--- src/rtl/xirq_pkg.sv ---
package xirq_pkg;
  localparam int unsigned DW     = 32;
  localparam int unsigned AW     = 4;
  localparam int unsigned SEL_W  = 4;
  localparam int unsigned CSRC_W = 2;
  localparam int unsigned N_CLR  = 4;

  typedef enum logic [AW-1:0] {
    A_IMASK   = 4'd0,
    A_EMASK   = 4'd1,
    A_RISE    = 4'd2,
    A_FALL    = 4'd3,
    A_PEND    = 4'd4,
    A_SWTRG   = 4'd5,
    A_PCMODE  = 4'd6,
    A_CSRC_LO = 4'd7,
    A_CSRC_HI = 4'd8,
    A_PSEL0   = 4'd9,
    A_PSEL1   = 4'd10,
    A_PSEL2   = 4'd11,
    A_PSEL3   = 4'd12
  } reg_addr_e;
endpackage

--- src/rtl/xirq_line.sv ---
module xirq_line #(
  parameter bit          IS_CFG   = 1'b1,
  parameter int unsigned WAKE_DLY = 4
) (
  input  logic clk_i,
  input  logic rst_ni,
  input  logic pin_i,
  input  logic rise_en_i,
  input  logic fall_en_i,
  input  logic sw_i,
  input  logic w1c_i,
  input  logic pcmode_i,
  input  logic clr_hit_i,
  output logic trig_o,
  output logic level_o,
  output logic pend_o,
  output logic wake_o
);
  logic s1_q, s2_q, prev_q;
  logic rise_edge, fall_edge;

  always_ff @(posedge clk_i or negedge rst_ni) begin
    if (!rst_ni) begin
      s1_q   <= 1'b0;
      s2_q   <= 1'b0;
      prev_q <= 1'b0;
    end else begin
      s1_q   <= pin_i;
      s2_q   <= s1_q;
      prev_q <= s2_q;
    end
  end

  assign rise_edge = s2_q & ~prev_q;
  assign fall_edge = ~s2_q & prev_q;
  assign level_o   = s2_q;

  if (IS_CFG) begin : g_cfg
    localparam int unsigned CW = $clog2(WAKE_DLY + 1);
    logic          pend_q, wake_q;
    logic [CW-1:0] cnt_q;

    assign trig_o = (rise_edge & rise_en_i) | (fall_edge & fall_en_i) | sw_i;

    // a new trigger wins over a clear in the same cycle
    always_ff @(posedge clk_i or negedge rst_ni) begin
      if (!rst_ni)      pend_q <= 1'b0;
      else if (trig_o)  pend_q <= 1'b1;
      else if (w1c_i)   pend_q <= 1'b0;
    end

    always_ff @(posedge clk_i or negedge rst_ni) begin
      if (!rst_ni) begin
        wake_q <= 1'b0;
        cnt_q  <= '0;
      end else if (trig_o) begin
        wake_q <= 1'b1;
        cnt_q  <= CW'(WAKE_DLY);
      end else if (pcmode_i) begin
        if (clr_hit_i) wake_q <= 1'b0;
      end else if (cnt_q != '0) begin
        cnt_q <= cnt_q - 1'b1;
        if (cnt_q == CW'(1)) wake_q <= 1'b0;
      end
    end

    assign pend_o = pend_q;
    assign wake_o = wake_q;
  end else begin : g_dir
    logic wake_q;
    logic unused_dir;
    assign unused_dir = ^{rise_en_i, fall_en_i, sw_i, w1c_i};
    assign trig_o = rise_edge;
    assign pend_o = 1'b0;

    always_ff @(posedge clk_i or negedge rst_ni) begin
      if (!rst_ni)             wake_q <= 1'b0;
      else if (!pcmode_i)      wake_q <= s2_q;
      else if (rise_edge)      wake_q <= 1'b1;
      else if (clr_hit_i)      wake_q <= 1'b0;
    end

    assign wake_o = wake_q;
  end
endmodule

--- src/rtl/xirq_src_mux.sv ---
module xirq_src_mux
  import xirq_pkg::*;
#(
  parameter int unsigned N_PORTS   = 4,
  parameter int unsigned MUX_LINES = 16
) (
  input  logic [N_PORTS*MUX_LINES-1:0] port_pins_i,
  input  logic [SEL_W*MUX_LINES-1:0]   psel_i,
  output logic [MUX_LINES-1:0]         line_o
);
  for (genvar k = 0; k < MUX_LINES; k++) begin : g_ln
    logic pick;
    always_comb begin
      pick = 1'b0;
      for (int p = 0; p < int'(N_PORTS); p++)
        if (psel_i[SEL_W*k +: SEL_W] == SEL_W'(p)) pick = port_pins_i[p*MUX_LINES + k];
    end
    assign line_o[k] = pick;
  end
endmodule

--- src/rtl/xirq_regs.sv ---
module xirq_regs
  import xirq_pkg::*;
#(
  parameter int unsigned N_LINES   = 24,
  parameter int unsigned N_CFG     = 20,
  parameter int unsigned MUX_LINES = 16
) (
  input  logic                        clk_i,
  input  logic                        rst_ni,
  input  logic                        sel_i,
  input  logic                        we_i,
  input  logic [AW-1:0]               addr_i,
  input  logic [DW-1:0]               wdata_i,
  output logic [DW-1:0]               rdata_o,
  input  logic [N_LINES-1:0]          pend_i,
  output logic [N_LINES-1:0]          imask_o,
  output logic [N_LINES-1:0]          emask_o,
  output logic [N_LINES-1:0]          rise_o,
  output logic [N_LINES-1:0]          fall_o,
  output logic [N_LINES-1:0]          pcmode_o,
  output logic [CSRC_W*N_LINES-1:0]   csrc_o,
  output logic [SEL_W*MUX_LINES-1:0]  psel_o,
  output logic [N_LINES-1:0]          w1c_o,
  output logic [N_LINES-1:0]          sw_o
);
  localparam logic [N_LINES-1:0] CFG_MASK = N_LINES'((64'd1 << N_CFG) - 64'd1);
  localparam int unsigned HALF = DW / CSRC_W;

  logic                       wr;
  logic [N_LINES-1:0]         imask_q, emask_q, rise_q, fall_q, pcmode_q;
  logic [CSRC_W*N_LINES-1:0]  csrc_q;
  logic [SEL_W*MUX_LINES-1:0] psel_q;
  logic [N_LINES-1:0]         wd;

  assign wr = sel_i & we_i;
  assign wd = wdata_i[N_LINES-1:0];

  always_ff @(posedge clk_i or negedge rst_ni) begin
    if (!rst_ni) begin
      imask_q  <= '0;
      emask_q  <= '0;
      rise_q   <= '0;
      fall_q   <= '0;
      pcmode_q <= '0;
    end else if (wr) begin
      case (addr_i)
        A_IMASK:  imask_q  <= wd;
        A_EMASK:  emask_q  <= wd;
        A_RISE:   rise_q   <= wd & CFG_MASK;
        A_FALL:   fall_q   <= wd & CFG_MASK;
        A_PCMODE: pcmode_q <= wd;
        default: ;
      endcase
    end
  end

  // clear-source fields: low half lines in one word, high half in the next
  always_ff @(posedge clk_i or negedge rst_ni) begin
    if (!rst_ni) csrc_q <= '0;
    else if (wr) begin
      for (int k = 0; k < int'(N_LINES); k++) begin
        if ((k < int'(HALF)) && (addr_i == A_CSRC_LO))
          csrc_q[CSRC_W*k +: CSRC_W] <= wdata_i[(CSRC_W*k) % DW +: CSRC_W];
        if ((k >= int'(HALF)) && (addr_i == A_CSRC_HI))
          csrc_q[CSRC_W*k +: CSRC_W] <= wdata_i[(CSRC_W*k) % DW +: CSRC_W];
      end
    end
  end

  always_ff @(posedge clk_i or negedge rst_ni) begin
    if (!rst_ni) psel_q <= '0;
    else if (wr) begin
      for (int i = 0; i < int'(MUX_LINES); i++)
        if (addr_i == AW'(int'(A_PSEL0) + i / 4))
          psel_q[SEL_W*i +: SEL_W] <= wdata_i[SEL_W*(i % 4) +: SEL_W];
    end
  end

  always_comb begin
    rdata_o = '0;
    case (addr_i)
      A_IMASK:  rdata_o[N_LINES-1:0] = imask_q;
      A_EMASK:  rdata_o[N_LINES-1:0] = emask_q;
      A_RISE:   rdata_o[N_LINES-1:0] = rise_q;
      A_FALL:   rdata_o[N_LINES-1:0] = fall_q;
      A_PEND:   rdata_o[N_LINES-1:0] = pend_i;
      A_PCMODE: rdata_o[N_LINES-1:0] = pcmode_q;
      default: ;
    endcase
    for (int k = 0; k < int'(N_LINES); k++) begin
      if ((k < int'(HALF)) && (addr_i == A_CSRC_LO))
        rdata_o[(CSRC_W*k) % DW +: CSRC_W] = csrc_q[CSRC_W*k +: CSRC_W];
      if ((k >= int'(HALF)) && (addr_i == A_CSRC_HI))
        rdata_o[(CSRC_W*k) % DW +: CSRC_W] = csrc_q[CSRC_W*k +: CSRC_W];
    end
    for (int i = 0; i < int'(MUX_LINES); i++)
      if (addr_i == AW'(int'(A_PSEL0) + i / 4))
        rdata_o[SEL_W*(i % 4) +: SEL_W] = psel_q[SEL_W*i +: SEL_W];
  end

  assign w1c_o    = (wr && addr_i == A_PEND)  ? wd : '0;
  assign sw_o     = (wr && addr_i == A_SWTRG) ? (wd & CFG_MASK) : '0;
  assign imask_o  = imask_q;
  assign emask_o  = emask_q;
  assign rise_o   = rise_q;
  assign fall_o   = fall_q;
  assign pcmode_o = pcmode_q;
  assign csrc_o   = csrc_q;
  assign psel_o   = psel_q;
endmodule

--- src/rtl/xirq_ctrl.sv ---
module xirq_ctrl
  import xirq_pkg::*;
#(
  parameter int unsigned N_LINES   = 24,
  parameter int unsigned N_CFG     = 20,
  parameter int unsigned MUX_LINES = 16,
  parameter int unsigned N_PORTS   = 4,
  parameter int unsigned WAKE_DLY  = 4
) (
  input  logic                         clk_i,
  input  logic                         rst_ni,
  input  logic                         bus_sel_i,
  input  logic                         bus_we_i,
  input  logic [AW-1:0]                bus_addr_i,
  input  logic [DW-1:0]                bus_wdata_i,
  output logic [DW-1:0]                bus_rdata_o,
  input  logic [N_PORTS*MUX_LINES-1:0] port_pins_i,
  input  logic [N_LINES-MUX_LINES-1:0] ext_lines_i,
  input  logic [N_CLR-1:0]             clr_pulse_i,
  output logic                         irq_o,
  output logic                         evt_o,
  output logic [N_LINES-1:0]           wake_o
);
  localparam logic [N_LINES-1:0] CFG_MASK = N_LINES'((64'd1 << N_CFG) - 64'd1);

  logic [N_LINES-1:0]         imask_q, emask_q, rise_q, fall_q, pcmode_q;
  logic [CSRC_W*N_LINES-1:0]  csrc_q;
  logic [SEL_W*MUX_LINES-1:0] psel_q;
  logic [N_LINES-1:0]         w1c_vec, sw_vec, trig_vec, level_vec, pend_vec, clr_hit_vec;
  logic [MUX_LINES-1:0]       mux_lines;
  logic [N_LINES-1:0]         raw_lines;

  xirq_regs #(.N_LINES(N_LINES), .N_CFG(N_CFG), .MUX_LINES(MUX_LINES)) u_regs (
    .clk_i    (clk_i),
    .rst_ni   (rst_ni),
    .sel_i    (bus_sel_i),
    .we_i     (bus_we_i),
    .addr_i   (bus_addr_i),
    .wdata_i  (bus_wdata_i),
    .rdata_o  (bus_rdata_o),
    .pend_i   (pend_vec),
    .imask_o  (imask_q),
    .emask_o  (emask_q),
    .rise_o   (rise_q),
    .fall_o   (fall_q),
    .pcmode_o (pcmode_q),
    .csrc_o   (csrc_q),
    .psel_o   (psel_q),
    .w1c_o    (w1c_vec),
    .sw_o     (sw_vec)
  );

  xirq_src_mux #(.N_PORTS(N_PORTS), .MUX_LINES(MUX_LINES)) u_mux (
    .port_pins_i (port_pins_i),
    .psel_i      (psel_q),
    .line_o      (mux_lines)
  );

  assign raw_lines = {ext_lines_i, mux_lines};

  for (genvar l = 0; l < N_LINES; l++) begin : g_line
    assign clr_hit_vec[l] = pcmode_q[l] & clr_pulse_i[csrc_q[CSRC_W*l +: CSRC_W]];

    xirq_line #(.IS_CFG(l < N_CFG), .WAKE_DLY(WAKE_DLY)) u_line (
      .clk_i     (clk_i),
      .rst_ni    (rst_ni),
      .pin_i     (raw_lines[l]),
      .rise_en_i (rise_q[l]),
      .fall_en_i (fall_q[l]),
      .sw_i      (sw_vec[l]),
      .w1c_i     (w1c_vec[l]),
      .pcmode_i  (pcmode_q[l]),
      .clr_hit_i (clr_hit_vec[l]),
      .trig_o    (trig_vec[l]),
      .level_o   (level_vec[l]),
      .pend_o    (pend_vec[l]),
      .wake_o    (wake_o[l])
    );
  end

  // direct lines drive the request by level, configurable ones by pending state
  assign irq_o = |((pend_vec | (level_vec & ~CFG_MASK)) & imask_q);
  assign evt_o = |(trig_vec & emask_q);
endmodule

--- config.mk ---
export PLATFORM = sky130hd
export DESIGN_NAME = xirq_ctrl
export DESIGN_NICKNAME = d
export VERILOG_FILES = /design/src/rtl/xirq_pkg.sv /design/src/rtl/xirq_line.sv /design/src/rtl/xirq_src_mux.sv /design/src/rtl/xirq_regs.sv /design/src/rtl/xirq_ctrl.sv
export SDC_FILE = /design/constraint.sdc
export NUM_CORES = 1
export LEC_CHECK = 0
export ABC_AREA = 1
export BUFFER_PORTS_ARGS = -buffer_cell sky130_fd_sc_hd__buf_2
export CAP_MARGIN = 5
export CELL_PAD_IN_SITES_DETAIL_PLACEMENT = 1
export CELL_PAD_IN_SITES_GLOBAL_PLACEMENT = 2
export CORE_MARGIN = 1.5
export CORE_UTILIZATION = 23
export DETAILED_ROUTE_END_ITERATION = 10
export PLACE_DENSITY_LB_ADDON = 0.1
export SLEW_MARGIN = 20
export SYNTH_ARGS = -nofsm -noshare
export SYNTH_HDL_FRONTEND = slang
export SYNTH_SLANG_ARGS = --single-unit
--- constraint.sdc ---
create_clock -name clk_i -period 1.85 [get_ports clk_i]
set_input_delay 0.37 -clock clk_i [delete_from_list [all_inputs] [get_ports clk_i]]
set_output_delay 0.37 -clock clk_i [all_outputs]
set_load 0.005 [all_outputs]
==> impl_metrics.tcl, run 1 <==
set metrics [dict create \
    cts_tree "done" \
    worstPathArrival_ps 2090 \
    synthTopCellsByArea "dfrtp_1 51%, nand2_1 15%, o21ai_0 7.1%" \
    ir_worst_vdd_uv 625 \
    place_congestion 0.842 \
    root_buffer "clkbuf_16" \
    max-slew-margin-rel_pct 53.2 \
    grt_start_max_net_pins 98 \
    grt_pass1_vias 19372 \
    die-height_microns 295 \
    route.vias.total 18422 \
    diodes 0 \
    slew_viol_final 0 \
    ios 174 \
    synth_seq_area_share_pct 51.0 \
    grt_pass1_wl_microns 127000 \
    dr.pass1.iters 5 \
    place_hpwl_microns 64500 \
    min_period_ps 2460 \
    num-nets-final 3054 \
    post_drt_wl_per_cell_microns 20.9 \
    grt.total_usage_pct 19.6 \
    fin_ws_ps -606 \
    portBuffers 173 \
    yosys.area.top_type "dfrtp_1" \
    synth_area_per_cell_sq_um 8.01 \
    drc 0 \
    p_per_area_mw_per_mm2 1250 \
    overflow 0 \
    end_kind "output port" \
    core_sq_mm 0.0841 \
    fillers 9916 \
    drt-vias-per-instance 4.54 \
    design.die.area_sq_mm 0.0871 \
    setup_viol 34 \
    drive_above_1_share_pct 26.2 \
    violations "setup timing" \
    clk_pin_slew_ps 60 \
    synth-seq-cells 400 \
    antenna_left 0 \
    cp-start-kind "flip-flop" \
    rsz0062_at_grt "yes" \
    area_growth_pct 38.8 \
    required_ps 1480 \
    rows 106 \
    post-place-ws_ps -757 \
    clock_sinks 400 \
    run_status "finished with violations" \
    start_util_pct 23.3 \
    cap_violations 0 \
    antenna_found_initial 0 \
    drt_iter0_markers 948 \
    finalPower_mw 33.9 \
    period_share_pct 133 \
    ys_warn_count 0 \
    clk_latency_ps 620 \
    syn-num-nets 2625 \
    die_x_microns 295 \
    h-tree-depth 2 \
    critical_path_class "reg2out" \
    netlist_area_sq_mm 0.0196 \
    worstPathMaxFanout 2 \
    fin_skew_ps 27.8 \
    p_leak_nw 13.3 \
    finalWirelength_microns 84600 \
    clock_path_buffers 3 \
    synth.top_cell.area_share_pct 51.0 \
    synth_cell_types 29 \
    hold_viol 0 \
    hp-class "in2reg" \
    tightest_slew_ps 684 \
    synth_cells 2449 \
    cts_buffers 52 \
    fmax_mhz 407 \
]
[sequential cells by signal, summed over array words and instances, names as in the netlist]
register / flops
u_regs.pcmode_o: 24
u_regs.imask_o: 24
u_regs.fall_o: 20
g_line.u_line.wake_o: 24
u_regs.emask_o: 24
u_regs.rise_o: 20
g_line.u_line.g_cfg.cnt_q: 60
u_regs.csrc_o: 48
g_line.u_line.s1_q: 24
g_line.u_line.pend_o: 20
u_regs.psel_o: 64
g_line.u_line.prev_q: 24
g_line.u_line.level_o: 24
[timing repair]
action | 4_1_cts | 5_1_grt
buffers inserted | 35 | 15
gates resized for setup | 205 | 72
endpoints found under the hold margin | 159 | 0
hold buffers | 20 | 0
cloned | 2 | 0
setup endpoints to repair | 34 | 40
pin swaps | 91 | 75
[cells by family (layout without fill, tap and decap cells)]
group,Yosys count,after routing,synth area share [%]
compound gates,473,473,13.3
simple gates,1157,1157,24.4
buf+inv,359,831,7.45
fa+ha+maj,60,60,3.83
flops,400,400,51.0
[cell usage after synthesis]
library cell and n:
o21ai_0 277, buf_2 16, a21oi_1 71, o22ai_1 22, o21ai_2 12, a22o_1 3, nand2_2 2, a2111oi_0 12
nor2_2 10, nor2_1 144, nor3_4 1, nand3b_1 14, o21ai_1 39, nand2_1 778, nand4_1 58, buf_4 25
nor2_4 3, inv_2 19, inv_1 223, o2111ai_1 8, nor3_1 1, dfrtp_1 400, a221oi_1 6, ha_1 60
clkbuf_1 75, o211ai_1 18, clkinv_1 1, o21bai_1 5, nand3_1 146
[metrics by stage]
| step | setup TNS, ps | std cells | cell area (sq um) | util, % | hold WS [ps] |
|---|---|---|---|---|---|
| 3_3_place_gp | -36660 | 3902 | 23900 | 28.4 | 218 |
| 5_1_grt | -14160 | 4055 | 27200 | 32.4 | 37.2 |
| 6_report | -11100 | 4055 | 27200 | 32.4 | 40.3 |
| 4_1_cts | -14960 | 4051 | 26900 | 32.0 | 5.28 |
| 3_5_place_dp | -43200 | 3902 | 23900 | 28.4 | 218 |
| 2_1_floorplan | 0 | 2449 | 19600 | - | 74.4 |
[critical path: stages, from the launching register on]
cell	delay, ps
dfrtp_1	360
inv_1	70
nor2_1	40
nand2_1	50
nand2_1	70
inv_1	100
nand2_4	100
nand2_2	110
nand2_2	60
nor2_1	90
nand2_1	70
nor2_2	100
nand2_2	110
buf_2	140
[layout by cell type (no fill, tap or decap), types with 10 or more instances in the layout]
cell type      instances
dlygate4sd3_1         20
dfrtp_1              394
a21oi_1               70
nand2_2               45
buf_4                208
nand2_1              717
nor2_1               107
nor2_2                36
buf_6                 44
o211ai_1              18
clkbuf_16             54
nand4_1               58
o21ai_0              273
ha_1                  60
inv_1                214
nand2_4               16
nor2_4                14
inv_2                 23
o22ai_1               22
buf_12                47
buf_2                166
nand3_1              124
nand3_2               21
o21ai_1               39
clkbuf_8              10
clkinv_2              14
a2111oi_0             12
o21ai_2               15
nand3b_1              14
[path summary, 6_finish.rpt]
kind	start	slack [ps]	cells past startpoint	end
hold / removal	port_pins_i[33]	40	3	g_line[1].u_line.s1_q
min in group asynchronous	rst_ni	210	2	u_regs.pcmode_o[4]
hold reg to reg	g_line[21].u_line.s1_q	340	0	g_line[21].u_line.level_o
setup reg to reg	g_line[6].u_line.level_o	120	12	g_line[6].u_line.g_cfg.cnt_q[2]
setup / recovery	g_line[17].u_line.prev_q	-610	13	evt_o
max in group asynchronous	rst_ni	790	3	u_regs.psel_o[30]
[report_power, final]
| group | total, mW | leakage (nW) | switching (mW) | internal [mW] |
|---|---|---|---|---|
| registers | 12.8 | 4.95 | 1.81 | 11.0 |
| logic | 9.91 | 7.41 | 5.75 | 4.16 |
| clock network | 11.2 | 0.922 | 4.34 | 6.83 |
| total | 33.9 | 13.3 | 11.9 | 22.0 |
[final cells by class]
class	count	area, sq um	share of cell area [%]
Tap cell	1134	1420	5.21
Sequential cell	400	10000	36.8
Timing Repair Buffer	491	4140	15.2
Clock buffer	68	1500	5.52
Inverter	243	955	3.51
Clock inverter	29	373	1.37
Multi-Input combinational cell	1690	8820	32.4
[layer usage]
metal  global-route usage [%]  vias to the layer above  share of wire, %
li1                         -                     8833                 -
met1                     27.3                     9159                48
met2                     31.6                      334                46
met3                     3.13                       96               4.1
met4                     4.77                        0               2.2
met5                        0                        -                 0
Power figures use the tool's default switching activity.
==> inputs of run 2 (changes only) <==
SKIP_LAST_GASP = 1   (was default)
==> impl_metrics.tcl, run 2 (synthesis gave the netlist of run 1 again) <==
set metrics [dict create \
    drt_iter0_markers 982 \
    max-slew-margin-rel_pct 53.0 \
    portBuffers 173 \
    worstPathMaxFanout 3 \
    antenna_left 0 \
    ios 174 \
    final_area_sq_mm 0.0272 \
    drc 0 \
    grt.total_usage_pct 19.6 \
    hold_path_depth 3 \
    required_ps 1480 \
    r2r-start "g_line[6].u_line.level_o" \
    place_hpwl_microns 64500 \
    cap_violations 0 \
    end_kind "output port" \
    h-tree-depth 2 \
    hp-class "in2reg" \
    r2r_slack_ps 100 \
    grt_start_max_net_pins 98 \
    min_to "g_line[1].u_line.s1_q" \
    grt_pass1_wl_microns 127000 \
    violations "setup timing" \
    antenna_found_initial 0 \
    clock_path_buffers 3 \
    period_share_pct 133 \
    p_leak_nw 13.3 \
    place_congestion 0.842 \
    area_growth_pct 38.7 \
    finalWirelength_microns 84600 \
    setup_tns_ps -11340 \
    largest_reg_flops 64 \
    worstPathArrival_ps 2090 \
    overflow 0 \
    die-height_microns 295 \
    slew_viol_final 0 \
    clk_latency_ps 620 \
    hp-start "port_pins_i[33]" \
    run_status "finished with violations" \
    fmax_mhz 406 \
    min_period_ps 2460 \
    clock_sinks 400 \
    core_sq_mm 0.0841 \
    final_common_cell "nand2_1" \
    rsz0062_at_grt "yes" \
    cp-start-kind "flip-flop" \
    start_util_pct 23.3 \
    dr.pass1.iters 5 \
    post_drt_wl_per_cell_microns 20.8 \
    placed_area_sq_mm 0.0239 \
    r2r_cells 12 \
    critical_path_class "reg2out" \
    fin_ws_ps -615 \
    grt_pass1_vias 19346 \
    design.die.area_sq_mm 0.0871 \
    post-place-ws_ps -757 \
    setup_viol 34 \
    route.vias.total 18396 \
    ir_worst_vdd_uv 626 \
    tightest_slew_ps 688 \
    cts_buffers 52 \
    rows 106 \
    layout_common_cells "721 x nand2_1, 394 x dfrtp_1, 274 x o21ai_0" \
    r2r_end "g_line[6].u_line.g_cfg.cnt_q[0]" \
    die_x_microns 295 \
    clk_pin_slew_ps 50 \
    num-nets-final 3058 \
    drt-vias-per-instance 4.53 \
    hold_viol 0 \
    cts_tree "done" \
    root_buffer "clkbuf_16" \
    drive_above_1_share_pct 26.1 \
    fin_skew_ps 27.6 \
    p_per_area_mw_per_mm2 1240 \
]
## run 2: timing repair
action                                  CTS  global route
resized for setup                       168            91
endpoints found under the setup margin   34            40
pin swaps                                88            83
gates cloned                              2             0
hold buffers                             20             0
buffers inserted                         35            18
endpoints found under the hold margin   159             0
## run 2: per-layer routing
layer / track usage [%] / part of all wire (%)
met1: 27.3 / 48
met2: 31.5 / 46
met3: 3.13 / 3.7
met4: 4.77 / 2.2
met5: 0 / 0
## run 2: worst max-delay path by stage
| stage | startpoint | to | slack, ps | cells past startpoint |
|---|---|---|---|---|
| final | u_regs.fall_o[2] | evt_o | -610 | 11 |
| after global routing | u_regs.fall_o[0] | evt_o | -720 | 12 |
| after CTS | g_line[6].u_line.level_o | evt_o | -670 | 11 |
| after detailed placement | bus_addr_i[1] | evt_o | -760 | 13 |
| after global placement | bus_addr_i[1] | evt_o | -780 | 13 |
| after floorplan | bus_addr_i[2] | bus_rdata_o[10] | 110 | 8 |
## run 2: critical path, stage by stage (launching register included)
cell and delay [ps]:
dfrtp_1 400, nand2_1 70, nor2_1 40, nor2_2 170, nand2_2 100, nand2_4 100
nand2_1 60, nor2_1 110, nand2_1 70, nor2_2 100, nand2_2 100, buf_2 140
## run 2: cell type report
type	count	area (sq um)
Fill cell	9926	56900
Sequential cell	400	10000
Multi-Input combinational cell	1690	8790
Timing Repair Buffer	495	4160
Clock buffer	68	1500
Tap cell	1134	1420
Inverter	243	951
Clock inverter	29	373
Antenna cell	1	2.50
## run 2: stage by stage
step	hold slack, ps	power, mW	std cells	util, %
floorplan	74.4	18.0	2449	-
global placement	218	21.9	3902	28.4
detailed placement	218	22.4	3902	28.4
CTS	5.28	34.2	4051	31.9
global route	37.2	36.2	4059	32.4
finish	39.5	33.8	4060	32.4
## run 2: report_power, final
part | switching (mW) | internal [mW]
Combinational | 5.71 | 4.14
Clock | 4.35 | 6.83
Sequential | 1.81 | 11.0
Total | 11.9 | 22.0
==> inputs of run 3 (changes only) <==
CORE_UTILIZATION = 36   (was 23)
==> impl_metrics.tcl, run 3 (synthesis gave the netlist of run 1 again) <==
set metrics [dict create \
    hp-class "in2reg" \
    finalWirelength_microns 74400 \
    antenna_found_initial 0 \
    drt_iter0_markers 1123 \
    antenna_left 0 \
    fin_ws_ps -629 \
    crit_family "simple AND/OR/NAND/NOR gates" \
    core_sq_mm 0.0538 \
    rows 85 \
    root_buffer "clkbuf_16" \
    post_drt_wl_per_cell_microns 20.8 \
    cts_tree "done" \
    fillers 6438 \
    clk_pin_slew_ps 60 \
    overflow 0 \
    worst-path-buf-inv 3 \
    rsz0062_at_grt "yes" \
    place_congestion 0.885 \
    die-height_microns 236 \
    drt-vias-per-instance 5.20 \
    diodes 0 \
    grt_pass1_vias 19469 \
    min_period_ps 2480 \
    place_hpwl_microns 56100 \
    clock_sinks 400 \
    h-tree-depth 2 \
    crit_chain "nand2_1 -> nor2_1 -> nor2_1 -> buf_4 -> nand2_4 -> inv_2 -> nor2_2 -> nor2_1 -> nand2_1 -> nor2_4 -> nand2_2 -> buf_6" \
    period_share_pct 134 \
    cp-start-kind "flip-flop" \
    violations "setup timing" \
    cpMaxStageDelayCell "dfrtp_1" \
    grt_start_max_net_pins 62 \
    required_ps 1480 \
    p_per_area_mw_per_mm2 1250 \
    utilization_pct 48.1 \
    drive_above_1_share_pct 24.6 \
    worstPathMaxFanout 3 \
    p_leak_nw 12.9 \
    setup_tns_ps -9660 \
    dr.pass1.iters 5 \
    area_growth_pct 32.0 \
    design.die.area_sq_mm 0.0559 \
    tightest_slew_ps 719 \
    run_status "finished with violations" \
    whs_ps 34.9 \
    num-nets-final 3025 \
    fmax_mhz 403 \
    finalPower_mw 32.3 \
    ir_worst_vdd_uv 627 \
    die_x_microns 236 \
    clock_path_buffers 3 \
    critical_path_class "reg2out" \
    grt_pass1_wl_microns 115000 \
    start_util_pct 36.5 \
    ios 174 \
    slew_viol_final 0 \
    final_common_cell "nand2_1" \
    portBuffers 173 \
    crit_top_cell "nor2_1" \
    hold_viol 0 \
    worst_path_largest_cell_delay_ps 420 \
    place_inst 3447 \
    drc 0 \
    cts_buffers 48 \
    worstPathArrival_ps 2110 \
    cap_violations 0 \
    largest_reg_flops 64 \
    layoutNonFillerInstCount 3583 \
    route.vias.total 18626 \
    end_kind "output port" \
    max-slew-margin-rel_pct 50.8 \
    setup_viol 33 \
    layout_common_cells "729 x nand2_1, 396 x dfrtp_1, 275 x o21ai_0" \
    grt.total_usage_pct 26.8 \
    fin_skew_ps 20.7 \
    clk_latency_ps 590 \
]
-- run 3: changes by cell type in the layout (fill, tap and decap cells not counted), moves of 4 or more --
cell	delta
buf_12	-14
buf_4	-4
clkbuf_1	+6
clkbuf_16	-5
clkinvlp_4	-5
dlygate4sd3_1	-11
nand2_1	+8
nand2_4	-5
nand3_2	-4
nor2_2	-4
-- run 3: final cells by class --
cell class              instances  area [sq um]  area share (%)
repair buffers                466          3720            14.4
multi-input cells            1690          8690            33.6
inverters                     243           935            3.61
well taps                     696           871            3.36
flip-flops and latches        400         10000            38.7
clock inverters                18           243           0.938
clock buffers                  70          1420            5.47
-- run 3: report_power, final --
group	internal [mW]	switching [mW]
sequential	11.0	1.80
clock	6.12	3.84
combinational	3.98	5.55
-- run 3: timing repair --
action,4_1_cts,5_1_grt
pin swaps,88,87
gates cloned,1,0
gates resized for setup,128,102
hold buffers,9,0
setup endpoints to repair,34,35
hold endpoints to repair,28,0
buffers inserted,22,24
-- run 3: metrics by stage --
step	cell area, sq um	worst slack (ps)
after floorplan	19600	114
after global placement	23000	-494
after detailed placement	23000	-526
after CTS	25400	-689
after global routing	25900	-704
final	25900	-629
-- run 3: path summary, 6_finish.rpt --
check	slack, ps	startpoint	depth (start not counted)	endpoint
worst max-delay path	-630	g_line[5].u_line.level_o	12	evt_o
worst min-delay path	30	bus_wdata_i[31]	3	u_regs.csrc_o[31]
worst max register to register	120	g_line[17].u_line.level_o	11	g_line[17].u_line.g_cfg.cnt_q[2]
worst min register to register	340	g_line[3].u_line.s1_q	0	g_line[3].u_line.level_o
max in group asynchronous	800	rst_ni	3	u_regs.psel_o[59]
min in group asynchronous	310	rst_ni	2	g_line[0].u_line.g_cfg.cnt_q[2]
-- run 3: per-layer routing --
layer | vias up | part of all wire, % | track usage (%)
met5 | - | 0 | 0
met4 | 0 | 3.1 | 9.11
met3 | 117 | 5.0 | 4.12
met2 | 435 | 47 | 43.8
met1 | 9314 | 45 | 36.2
li1 | 8760 | - | -
-- run 3: tightest hold or removal path, delay by kind of cell --
family                 cells  cell delay (ps)
AO/OA/AOI/OAI              1              100
AND/OR/NAND/NOR            1               30
buffers and inverters      1               70
